**config.mk**
```make
export PLATFORM = sky130hd
export DESIGN_NAME = seg_dac_front
export DESIGN_NICKNAME = d
export VERILOG_FILES = /design/src/rtl/seg_nibble_reg.sv /design/src/rtl/seg_xfer_reg.sv /design/src/rtl/seg_code_map.sv /design/src/rtl/seg_dac_front.sv
export SDC_FILE = /design/constraint.sdc
export NUM_CORES = 1
export LEC_CHECK = 0
export BUFFER_PORTS_ARGS = -buffer_cell sky130_fd_sc_hd__clkbuf_2
export CELL_PAD_IN_SITES_DETAIL_PLACEMENT = 1
export CELL_PAD_IN_SITES_GLOBAL_PLACEMENT = 2
export CORE_AREA = 5 5 66 68
export CTS_BUF_LIST = sky130_fd_sc_hd__clkbuf_4 sky130_fd_sc_hd__clkbuf_8
export CTS_CLUSTER_SIZE = 16
export DETAILED_ROUTE_END_ITERATION = 10
export DIE_AREA = 0 0 71 73
export PLACE_DENSITY_LB_ADDON = 0.05
export RECOVER_POWER = 25
export REMOVE_ABC_BUFFERS = 1
export SYNTH_ARGS = -nofsm -noshare
export SYNTH_HDL_FRONTEND = slang
export SYNTH_HIERARCHICAL = 1
export SYNTH_SLANG_ARGS = --single-unit
```
**constraint.sdc**
```tcl
create_clock -name clk -period 2.7 [get_ports clk]
set_input_delay 0 -clock clk [delete_from_list [all_inputs] [get_ports clk]]
set_output_delay 0 -clock clk [all_outputs]
set_load 0.05 [all_outputs]
```
**src/rtl/seg_nibble_reg.sv**
```systemverilog
module seg_nibble_reg #(
    parameter int unsigned WIDTH = 4
) (
    input  logic             clk,
    input  logic             rst_n,
    input  logic [WIDTH-1:0] d,
    output logic [WIDTH-1:0] q
);

    // The next value (write or hold) is chosen in the parent so that the same
    // value can also feed the transfer path.
    always_ff @(posedge clk or negedge rst_n) begin
        if (!rst_n) begin
            q <= '0;
        end else begin
            q <= d;
        end
    end

endmodule

```
**src/rtl/seg_xfer_reg.sv**
```systemverilog
module seg_xfer_reg #(
    parameter int unsigned WIDTH = 12
) (
    input  logic             clk,
    input  logic             rst_n,
    input  logic             pass,
    input  logic [WIDTH-1:0] d,
    output logic [WIDTH-1:0] q
);

    always_ff @(posedge clk or negedge rst_n) begin
        if (!rst_n) begin
            q <= '0;
        end else if (pass) begin
            q <= d;
        end
    end

endmodule

```
**src/rtl/seg_code_map.sv**
```systemverilog
module seg_code_map #(
    parameter int unsigned WIDTH = 12
) (
    input  logic [WIDTH-1:0]        code,
    output logic signed [WIDTH-1:0] offs,
    output logic [WIDTH-1:0]        comp
);

    // Subtracting 2^(WIDTH-1) modulo 2^WIDTH only inverts the top bit.
    always_comb begin
        offs = $signed({~code[WIDTH-1], code[WIDTH-2:0]});
        comp = ~code;
    end

endmodule

```
**src/rtl/seg_dac_front.sv**
```systemverilog
module seg_dac_front #(
    parameter int unsigned NIB_W   = 4,
    parameter int unsigned NUM_NIB = 3,
    localparam int unsigned CODE_W = NIB_W * NUM_NIB
) (
    input  logic                     clk,
    input  logic                     rst_n,
    input  logic [CODE_W-1:0]        data_in,
    input  logic                     sel_n,
    input  logic [NUM_NIB-1:0]       seg_wr,
    input  logic                     xfer,
    output logic [CODE_W-1:0]        code_out,
    output logic signed [CODE_W-1:0] signed_out,
    output logic [CODE_W-1:0]        comp_out
);

    logic [CODE_W-1:0] stage;
    logic [CODE_W-1:0] stage_next;
    logic [CODE_W-1:0] dac_q;

    // First stage: one independently written segment per bus slice.
    for (genvar g = 0; g < NUM_NIB; g++) begin : g_seg
        logic load;
        assign load = ~sel_n & seg_wr[g];
        assign stage_next[g*NIB_W +: NIB_W] =
            load ? data_in[g*NIB_W +: NIB_W] : stage[g*NIB_W +: NIB_W];

        seg_nibble_reg #(.WIDTH(NIB_W)) u_seg (
            .clk   (clk),
            .rst_n (rst_n),
            .d     (stage_next[g*NIB_W +: NIB_W]),
            .q     (stage[g*NIB_W +: NIB_W])
        );
    end

    // Second stage: it takes the post-write segment values, which gives
    // same-edge flow-through.
    seg_xfer_reg #(.WIDTH(CODE_W)) u_xfer (
        .clk   (clk),
        .rst_n (rst_n),
        .pass  (xfer),
        .d     (stage_next),
        .q     (dac_q)
    );

    seg_code_map #(.WIDTH(CODE_W)) u_map (
        .code (dac_q),
        .offs (signed_out),
        .comp (comp_out)
    );

    assign code_out = dac_q;

endmodule

```
==> flow_summary.yaml <==
status:
  status: "finished clean"
power_and_ir_drop:
  pwr-share-seq: 0.327
  power_frac_comb: 0.454
  power.internal_mw: 0.777
  swShare: 0.451
  peakVddDrop_mv: 0.426
  net-switching-power_mw: 0.638
  power.leakage_nw: 0.819
  power_density_nw_per_um2: 926
  clkPwrFrac: 0.219
cells_and_area:
  synthToLayoutAreaGrowth_pct: 33.9
  drive_above_1_share: 0.537
  nNetsFinal: 154
  layout.cells.non_filler: 184
  final_util: 0.402
  layout_commonest_cell: "clkbuf_2"
  layout_common_cells: "clkbuf_2, dfrtp_1, dlygate4sd3_1"
  diodes: 0
global_route:
  overflow: 0
  grt_max_degree: 25
  track_usage: 0.0985
  antenna_found_initial: 0
  grt_pass1_vias: 811
  grt_pass1_wl_um: 3930
floorplan:
  row_count: 23
  die_h_um: 73
  die-area_um2: 5180
  core_region_area_um2: 3800
  dieWidth_um: 71
  initial_core_util: 0.300
  ioPinCount: 55
yosys:
  syn_avg_cell_area_um2: 15.0
  yosysSeqAreaShare: 0.526
  netlist.area_leader.share: 0.526
  yosys.area_share.xor_xnor: 0
  synthMuxAreaShare: 0.309
  synth_fa_ha_area_frac: 0
  yosys.area_share.simple: 0.0362
  ys_warn_count: 6
  synthCells: 76
  ys_types: 7
  synthTopCellsByArea: "dfrtp_1, mux2_4, buf_4"
  synth_top_family_by_area: "multiplexers"
  synth_seq_cells: 24
  synth-compound-area-share: 0
  syn_area_um2: 1140
  synth_area_leader_cell: "dfrtp_1"
setup_path:
  cp_slowest_cell: "clkbuf_1"
  start_kind: "primary input"
  cp_slowest_stage_delay_ns: 0.95
  crit_chain: "dlygate4sd3_1 > clkbuf_1"
  critical_path.endpoint_type: "async pin"
  critical-path-top-delay-family: "buffers and inverters"
  path_class: "primary input to async pin"
  crit_buf_inv: 2
  cp.arrival_ns: 1.48
  cp_max_fo: 24
  required_ns: 2.87
route:
  dr_total_vias: 731
  routed_via_density: 3.97
  drc: 0
  ant_nets: 0
  dr.pass1.iters: 2
  wl_per_cell_um: 13.3
  wirelength_um: 2440
  first_iter_violations: 13
timing:
  finClkSkew_ns: 0.00273
  period_needed_ns: 1.31
  worst_slew_pin_slew_ns: 1.30
  relSlewSlack: 0.133
  finalCritPeriodShare: 0.484
  clock.fmax_mhz: 766
  holdWs_ns: 0.112
  hold_violations: 0
  rsz0062_at_grt: "no"
  fin_tns_setup_ns: 0
  setup_viol: 0
  drv_slew: 0
  layout_setup_ws_ns: 1.39
clock_tree:
  htree_levels: 1
  cts_setup_buffers: 0
  cts_tree: "done"
  cts-buffers-inserted: 3
  cts_buffer_depth: 2
  clockRootBuffer: "clkbuf_8"
  clk_pin_slew_ns: 0.08
  insertion_delay_ns: 0.26
  clock_sinks: 24
run:
  drv_cap: 0
place:
  dp_cells: 167
  dpl_worst_slack_ns: 1.70
  io_buffers: 54
  hpwl_um: 1830
  place_congestion: 0.677
min_path:
  hold_class: "primary input to flip-flop"
-- final cells by class --
cell class                 count  area [um2]
fill                         427        2270
sequential                    24         601
timing repair buffer          67         399
multi-input combinational     27         349
tap                           50        62.6
inverter                      12        45.0
clock buffer                   3        41.3
clock inverter                 1        30.0
-- flip-flops by register name, indices dropped and copies added (netlist names) --
register       cells
u_xfer/q          12
g_seg.u_seg/q     12
-- cells by family (layout without fill, tap and decap cells) --
| logic type | count (synthesis) | in the layout |
|---|---|---|
| and+or+nand+nor | 3 | 3 |
| muxes | 24 | 24 |
| DFF | 24 | 24 |
| buffers and inverters | 25 | 83 |
-- routing by layer --
layer | up-vias | track usage | wire (um)
met5 | - | 0 | 0
met4 | 0 | 0.0251 | 17
met3 | 2 | 0.0372 | 214
met2 | 33 | 0.174 | 1230
met1 | 351 | 0.112 | 978
li1 | 345 | - | -
-- synthesized netlist by cell type --
cell type	instances
dfrtp_1	24
nand2b_4	3
buf_6	1
mux2_2	2
buf_4	12
mux2_4	22
inv_1	12
-- final timing paths --
kind	from	endpoint	slack (ns)	cells past startpoint
setup reg to reg	g_seg[2].u_seg/q[2]$_DFF_PN0_	u_xfer/q[10]$_DFFE_PN0P_	1.64	2
max in group clk	g_seg[2].u_seg/q[2]$_DFF_PN0_	u_xfer/q[10]$_DFFE_PN0P_	1.64	2
min in group asynchronous	rst_n	g_seg[1].u_seg/q[3]$_DFF_PN0_	0.54	2
hold / removal	seg_wr[2]	g_seg[2].u_seg/q[3]$_DFF_PN0_	0.11	3
setup / recovery	rst_n	g_seg[0].u_seg/q[0]$_DFF_PN0_	1.39	2
hold reg to reg	g_seg[1].u_seg/q[1]$_DFF_PN0_	g_seg[1].u_seg/q[1]$_DFF_PN0_	0.50	1
-- through the flow --
stage               instance area (um2)  total power, mW
finish                             1530             1.41
global route                       1530             1.48
CTS                                1570             1.47
detailed placement                 1370             1.13
global placement                   1370             1.12
floorplan                          1040            0.967
-- power groups by stage --
stage	Combinational [mW]	Clock, mW	Sequential (mW)
after floorplan	0.261	0	0.706
after global placement	0.649	0	0.469
after detailed placement	0.657	0	0.472
after CTS	0.673	0.325	0.466
after global routing	0.665	0.341	0.473
final	0.642	0.310	0.463
-- timing repair --
item | in CTS | in global routing
resized for setup | 0 | 0
hold endpoints to repair | 36 | 0
setup endpoints to repair | 0 | 0
hold buffers | 13 | 0
(Power assumes the default switching activity.)
